--- config.mk ---
export PLATFORM = sky130hd
export DESIGN_NAME = xgmac_tx_gap_ctrl
export DESIGN_NICKNAME = d
export VERILOG_FILES = /design/src/rtl/txgap_pkg.sv /design/src/rtl/txgap_credit_unit.sv /design/src/rtl/txgap_pause_timer.sv /design/src/rtl/xgmac_tx_gap_ctrl.sv
export SDC_FILE = /design/constraint.sdc
export NUM_CORES = 1
export LEC_CHECK = 0
export BUFFER_PORTS_ARGS = -buffer_cell sky130_fd_sc_hd__buf_2
export CELL_PAD_IN_SITES_DETAIL_PLACEMENT = 0
export CELL_PAD_IN_SITES_GLOBAL_PLACEMENT = 1
export CORE_MARGIN = 5
export CORE_UTILIZATION = 35
export CTS_CLUSTER_SIZE = 24
export DETAILED_ROUTE_END_ITERATION = 12
export GPL_ROUTABILITY_DRIVEN = 0
export HOLD_SLACK_MARGIN = 0.15
export PLACE_DENSITY = 0.71
export SYNTH_ARGS = -nofsm -noshare
export SYNTH_HDL_FRONTEND = slang
export SYNTH_HIERARCHICAL = 1
export SYNTH_SLANG_ARGS = --single-unit
--- constraint.sdc ---
create_clock -name clk -period 6.15 [get_ports clk]
set_clock_uncertainty 0.2 [all_clocks]
set_input_delay 1.23 -clock clk [delete_from_list [all_inputs] [get_ports clk]]
set_output_delay 1.23 -clock clk [all_outputs]
set_load 0.01 [all_outputs]
--- src/rtl/txgap_pkg.sv ---
// Package txgap_pkg
// Shared constants and the gap mode type of the transmit gap controller.
// Assumes: a pause quantum is a fixed number of bit-times.
package txgap_pkg;
    localparam int PAUSE_QUANTUM_BITS = 512;
    localparam int LAN_ALIGN_BITS     = 2;

    typedef enum logic {
        GAP_LAN = 1'b0,
        GAP_WAN = 1'b1
    } gap_mode_e;
endpackage

--- src/rtl/txgap_credit_unit.sv ---
// Module txgap_credit_unit
// Holds the idle credit still owed after a frame. On load it takes a credit
// and a per-cycle step. It then lowers the credit by one step per cycle,
// stopping at zero. The gap is over when the credit is zero.
// Assumes: step_i is nonzero whenever load_i is high.
module txgap_credit_unit #(
    parameter int CRED_W = 14,
    parameter int STEP_W = 17
) (
    input  logic              clk,
    input  logic              rst_n,
    input  logic              load_i,
    input  logic [CRED_W-1:0] load_val_i,
    input  logic [STEP_W-1:0] step_i,
    output logic              clear_o
);
    localparam int CMP_W = (CRED_W > STEP_W) ? CRED_W : STEP_W;

    logic [CRED_W-1:0] credit_q;
    logic [CRED_W-1:0] credit_next;
    logic [STEP_W-1:0] step_q;
    logic [CMP_W-1:0]  credit_ext;
    logic [CMP_W-1:0]  step_ext;
    logic [CMP_W-1:0]  diff;

    // Next credit: lower by one step, never below zero
    always_comb begin
        credit_ext = CMP_W'(credit_q);
        step_ext   = CMP_W'(step_q);
        diff       = credit_ext - step_ext;
        if (credit_ext <= step_ext) credit_next = '0;
        else                        credit_next = diff[CRED_W-1:0];
    end

    // Credit and step registers
    always_ff @(posedge clk) begin
        if (!rst_n) begin
            credit_q <= '0;
            step_q   <= '0;
        end else if (load_i) begin
            credit_q <= load_val_i;
            step_q   <= step_i;
        end else begin
            credit_q <= credit_next;
        end
    end

    assign clear_o = (credit_q == '0);

    // an unloaded, nonzero credit shrinks every cycle
    assert_credit_drains_R4: assert property (@(posedge clk) disable iff (!rst_n)
        (!load_i && credit_q != '0) |=> (credit_q < $past(credit_q)));

    // loading a zero credit gives no gap
    assert_zero_len_no_gap_R4: assert property (@(posedge clk) disable iff (!rst_n)
        (load_i && load_val_i == '0) |=> clear_o);
endmodule

--- src/rtl/txgap_pause_timer.sv ---
// Module txgap_pause_timer
// Counts down the pause interval in cycles. An accepted request reloads the
// counter with quanta times the cycles per quantum. Requests are dropped
// while ignore_i is high.
// Assumes: CYC_PER_QUANTUM is at least 1.
module txgap_pause_timer #(
    parameter int QUANTA_W        = 16,
    parameter int CYC_PER_QUANTUM = 8
) (
    input  logic                clk,
    input  logic                rst_n,
    input  logic                load_i,
    input  logic                ignore_i,
    input  logic [QUANTA_W-1:0] quanta_i,
    output logic                idle_o
);
    localparam int CNT_W = QUANTA_W + $clog2(CYC_PER_QUANTUM + 1);

    logic [CNT_W-1:0] cnt_q;
    logic             take;

    assign take = load_i && !ignore_i;

    // Pause counter: reload on an accepted request, otherwise count down to zero
    always_ff @(posedge clk) begin
        if (!rst_n) begin
            cnt_q <= '0;
        end else if (take) begin
            cnt_q <= CNT_W'(quanta_i) * CNT_W'(CYC_PER_QUANTUM);
        end else if (cnt_q != '0) begin
            cnt_q <= cnt_q - 1'b1;
        end
    end

    assign idle_o = (cnt_q == '0);

    // a running pause counts down by exactly one per cycle
    assert_pause_counts_R6: assert property (@(posedge clk) disable iff (!rst_n)
        (!load_i && cnt_q != '0) |=> (cnt_q == $past(cnt_q) - 1'b1));

    // a zero-quanta request ends the pause at once
    assert_pause_zero_ends_R7: assert property (@(posedge clk) disable iff (!rst_n)
        (take && quanta_i == '0) |=> idle_o);

    // an ignored request does not start a pause
    assert_pause_ignored_R8: assert property (@(posedge clk) disable iff (!rst_n)
        (load_i && ignore_i && cnt_q == '0) |=> idle_o);
endmodule

--- src/rtl/xgmac_tx_gap_ctrl.sv ---
// Module xgmac_tx_gap_ctrl
// Grants frame starts on the transmit side of a 10G MAC. It enforces the idle
// gap after each frame, in LAN octet mode or WAN stretch mode, and it stalls
// starts during a received pause interval. Beats inside a frame always pass.
// Assumes: DATA_BYTES is a power of two no larger than 64, LEN_W >= GAP_W,
// and src_len is valid on the last beat of each frame.
module xgmac_tx_gap_ctrl #(
    parameter int DATA_BYTES = 8,
    parameter int GAP_W      = 10,
    parameter int LEN_W      = 14,
    parameter int QUANTA_W   = 16
) (
    input  logic                clk,
    input  logic                rst_n,
    input  logic                cfg_tx_en,
    input  logic                cfg_wan_mode,
    input  logic                cfg_pause_ignore,
    input  logic [GAP_W-1:0]    cfg_gap_val,
    input  logic                src_valid,
    output logic                src_ready,
    input  logic                src_last,
    input  logic [LEN_W-1:0]    src_len,
    input  logic                pause_load,
    input  logic [QUANTA_W-1:0] pause_quanta
);
    import txgap_pkg::*;

    localparam int BEAT_BITS       = 8 * DATA_BYTES;
    localparam int CYC_PER_QUANTUM = PAUSE_QUANTUM_BITS / BEAT_BITS;
    localparam int CRED_W          = (LEN_W > GAP_W) ? LEN_W : GAP_W;
    localparam int STEP_W          = GAP_W + 1 + $clog2(BEAT_BITS);

    gap_mode_e         mode;
    logic              beat;
    logic              last_beat;
    logic              in_frame_q;
    logic              gap_clear;
    logic              pause_clear;
    logic [GAP_W-1:0]  lan_octets;
    logic [CRED_W-1:0] credit_load;
    logic [STEP_W-1:0] credit_step;

    assign mode      = gap_mode_e'(cfg_wan_mode);
    assign beat      = src_valid && src_ready;
    assign last_beat = beat && src_last;

    // Frame tracking: open on a non-final beat, close on the last beat
    always_ff @(posedge clk) begin
        if (!rst_n)    in_frame_q <= 1'b0;
        else if (beat) in_frame_q <= !src_last;
    end

    // Credit and step chosen by mode: LAN octets at beat width, or WAN length at stretched width
    always_comb begin
        lan_octets = {cfg_gap_val[GAP_W-1:LAN_ALIGN_BITS], {LAN_ALIGN_BITS{1'b0}}};
        if (mode == GAP_WAN) begin
            credit_load = CRED_W'(src_len);
            credit_step = (STEP_W'(cfg_gap_val) + 1'b1) * STEP_W'(BEAT_BITS);
        end else begin
            credit_load = CRED_W'(lan_octets);
            credit_step = STEP_W'(DATA_BYTES);
        end
    end

    txgap_credit_unit #(
        .CRED_W (CRED_W),
        .STEP_W (STEP_W)
    ) u_credit (
        .clk        (clk),
        .rst_n      (rst_n),
        .load_i     (last_beat),
        .load_val_i (credit_load),
        .step_i     (credit_step),
        .clear_o    (gap_clear)
    );

    txgap_pause_timer #(
        .QUANTA_W        (QUANTA_W),
        .CYC_PER_QUANTUM (CYC_PER_QUANTUM)
    ) u_pause (
        .clk      (clk),
        .rst_n    (rst_n),
        .load_i   (pause_load),
        .ignore_i (cfg_pause_ignore),
        .quanta_i (pause_quanta),
        .idle_o   (pause_clear)
    );

    assign src_ready = in_frame_q || (cfg_tx_en && gap_clear && pause_clear);

    // a nonzero LAN gap blocks the cycle after the last beat
    assert_gap_follows_end_R3: assert property (@(posedge clk) disable iff (!rst_n)
        (last_beat && mode == GAP_LAN && lan_octets != '0) |=> !src_ready);

    // no frame start while transmit is disabled
    assert_txen_gates_start_R2: assert property (@(posedge clk) disable iff (!rst_n)
        (!in_frame_q && !cfg_tx_en) |-> !src_ready);

    // once a frame is open, its next beat is never stalled
    assert_frame_not_cut_R9: assert property (@(posedge clk) disable iff (!rst_n)
        (beat && !src_last) |=> src_ready);
endmodule

==> impl_metrics.py <==
metrics = {
    "timing": {
        "fin_crit_ns": 3.77,
        "tightest_slew_ns": 0.683,
        "rsz0062_at_grt": "false",
        "relSlewSlack_pct": 54.4,
        "timing.setup.tns_ns": 0,
        "hold_violations": 0,
        "setup_viol": 0,
        "fin_crit_sh_pct": 61.3,
        "fmax_ghz": 0.265,
        "drv_slew": 0,
    },
    "job": {
        "maxCapViolations": 0,
    },
    "routing": {
        "routedWlPerCell_um": 14.4,
        "routed_wl_um": 8450,
        "drtIter0Drc": 160,
        "route.detailed.drc": 0,
        "vias": 2943,
        "ant_nets": 0,
        "first_pass_iters": 4,
        "via_per_inst": 5.01,
    },
    "clocking": {
        "cts_root_buf": "clkbuf_8",
        "path_clk_slew_ns": 0.10,
        "clkLatencyLatePin_ns": 0.31,
        "ctsResizeCount": 0,
        "post-cts-setup-buffer-count": 0,
        "numCtsBuffers": 5,
        "cts_tree": "yes",
        "hold_buffers": 0,
        "ctsLongestPathBuffers": 2,
        "cts.sinks": 52,
        "htree_levels": 2,
    },
    "worst_setup_path": {
        "r2r_setup_slack_ns": 2.53,
        "cp.depth": 8,
        "crit_family": "simple AND/OR/NAND/NOR gates",
        "crit_path_end_kind": "primary output",
        "crit_top_cell": "inv_1",
        "required_ns": 4.72,
        "cp_slowest_cell": "nor4b_2",
        "slowest_delay_ns": 0.39,
        "crit_fanout": 7,
        "cp.arrival_ns": 2.34,
        "regToRegStartpoint": "u_pause/cnt_q[0]",
        "critPathKind": "reg2out",
        "critPathLaunchType": "flip-flop",
        "r2r-end": "u_credit/credit_q[11]",
        "reg2reg_depth": 15,
        "path_buf_inv": 3,
        "path_cells": "inv_1 -> ha_1 -> nor4b_2 -> nand4b_4 -> or2_1 -> inv_1 -> a31o_2 -> buf_2",
    },
    "power": {
        "netSwitchingPower_w": 0.000401,
        "p_int_w": 0.000664,
        "p_clk_share_pct": 18.9,
        "p_sw_share_pct": 37.6,
        "pwr-share-seq_pct": 41.2,
        "comb_power_share_pct": 40.0,
        "p_leak_nw": 1.50,
        "power.density_nw_per_um2": 276,
        "total_power_w": 0.00107,
        "peakVddDrop_mv": 0.104,
    },
    "global_routing": {
        "grt_overflow": 0,
        "grt_max_degree": 25,
        "grt_pass1_wl_um": 13700,
        "grt_util_met3_pct": 2.61,
        "antenna_found_initial": 0,
        "use_met2_pct": 22.6,
        "grt_use_total_pct": 14.6,
        "grt_pass1_vias": 2759,
        "top_usage_layer": "met2",
        "gr-usage-met1_pct": 20.5,
    },
    "hold_path": {
        "hold_depth": 2,
        "min_from": "in_frame_q",
        "timing.hold.worst_endpoint": "in_frame_q",
        "hold_path.class": "reg2reg",
    },
    "logic_synthesis": {
        "ys_warn_count": 6,
        "syn_inst": 407,
        "async_flop_share_pct": 0,
        "yosysUniqueCellTypes": 66,
        "synth_seq_area_share_pct": 30.4,
        "synthFlopType": "dfxtp_1",
        "syn-cell-area_sq_um": 3420,
        "ys_ff_latch": 52,
        "syn_avg_cell_area_sq_um": 8.41,
        "synth_edf_count": 0,
    },
    "die": {
        "die_area_sq_um": 11900,
        "initial_core_util_pct": 35.5,
        "rows": 36,
        "io_pins": 49,
        "chipHeight_um": 109,
        "die_x_um": 109,
        "core_region_area_sq_um": 9640,
    },
    "layout": {
        "fillers": 1051,
        "drive_gt1_share_pct": 21.4,
        "final_cell_mix": "dfxtp_1 (52), buf_2 (48), nand2_1 (47)",
        "diodes": 0,
        "final_common_cell": "dfxtp_1",
        "area_growth_pct": 12.9,
        "final_nets": 518,
        "fin_util_pct": 40.1,
    },
    "placed_design": {
        "port_buffers": 48,
        "dpl.hpwl_um": 6820,
    },
    "run_status": {
        "outcome": "completed",
    },
}
[how the worst max path moves through the flow]
| stage | from | end | slack, ns |
|---|---|---|---|
| floorplan | u_pause/cnt_q[0] | src_ready | 3.02 |
| global placement | u_pause/cnt_q[0] | u_credit/credit_q[9] | 2.72 |
| detailed placement | u_pause/cnt_q[0] | u_credit/credit_q[12] | 2.58 |
| CTS | u_pause/cnt_q[1] | src_ready | 2.36 |
| global route | u_pause/cnt_q[1] | src_ready | 2.20 |
| finish | u_pause/cnt_q[1] | src_ready | 2.38 |
[synth_stat cells (4+ instances only)]
cell type | count | area [sq um]
nand2_1 | 47 | 176
mux2_2 | 8 | 90.1
and2_1 | 8 | 50.1
xor2_1 | 13 | 114
clkbuf_1 | 6 | 22.5
nor2b_1 | 22 | 138
o21ai_0 | 20 | 100
nor2_1 | 16 | 60.1
inv_1 | 23 | 86.3
a21oi_1 | 15 | 75.1
nor3_1 | 12 | 60.1
a21o_1 | 5 | 37.5
mux2i_1 | 18 | 180
nor4_1 | 12 | 75.1
ha_1 | 16 | 200
xnor2_1 | 15 | 131
o31ai_1 | 4 | 30.0
dfxtp_1 | 52 | 1040
o21ai_2 | 11 | 96.3
nand3_1 | 11 | 55.1
nand2b_1 | 5 | 31.3
[cells by family after synthesis]
logic type | after synthesis | share of synthesized area, %
compound gates | 81 | 16.2
xor+xnor | 28 | 7.16
fa+ha+maj | 17 | 6.43
buf+inv | 39 | 5.22
flops | 52 | 30.4
mux | 27 | 8.33
other cells | 1 | 0.110
simple gates | 162 | 26.2
[through the flow]
stage	instance area [sq um]	hold WS, ns	worst slack [ns]	cells
2_1_floorplan	3440	0.256	3.02	411
3_3_place_gp	3770	0.277	2.72	579
3_5_place_dp	3770	0.304	2.58	579
4_1_cts	3860	0.328	2.36	587
5_1_grt	3860	0.347	2.20	587
6_report	3860	0.313	2.38	587
[per-layer routing]
layer,vias up,routed length (um)
li1,1525,-
met1,1358,4190
met2,52,3780
met3,8,375
met4,0,112
met5,-,0
[power by group through the flow]
| stage | Sequential (W) | Clock [W] | Combinational, W |
|---|---|---|---|
| final | 0.000438 | 0.000201 | 0.000426 |
| after global routing | 0.000446 | 0.000221 | 0.000475 |
| after CTS | 0.000438 | 0.000210 | 0.000428 |
| after detailed placement | 0.000446 | 0 | 0.000425 |
| after global placement | 0.000445 | 0 | 0.000424 |
| after floorplan | 0.000432 | 0 | 0.000347 |
[sequential cells by signal, summed over array words and instances, names as in the netlist]
signal,cells
u_pause/cnt_q,20
u_credit/step_ext,17
u_credit/credit_q,14
in_frame_q,1
[cell type report]
class                   instances  area, sq um  share of cell area [%]
clock buffers                   5         68.8                    1.78
clock inverters                 3         21.3                   0.550
inverters                      24         90.1                    2.33
multi-input cells             320         2220                    57.5
flip-flops and latches         52         1040                    26.9
well taps                     133          166                    4.31
repair buffers                 50          255                    6.60
[worst register-to-register path, cell delays in order (launching register included)]
cell      delay, ns
dfxtp_1        0.44
inv_1          0.07
ha_1           0.28
nor4b_2        0.22
nand4b_4       0.11
or2_1          0.29
inv_1          0.10
a31o_2         0.26
nor2b_2        0.14
buf_4          0.22
nor4_1         0.34
o211ai_1       0.16
nor2_1         0.18
o31ai_2        0.09
buf_4          0.21
o31ai_1        0.24
Note: power is estimated with default switching activity, not from simulation.
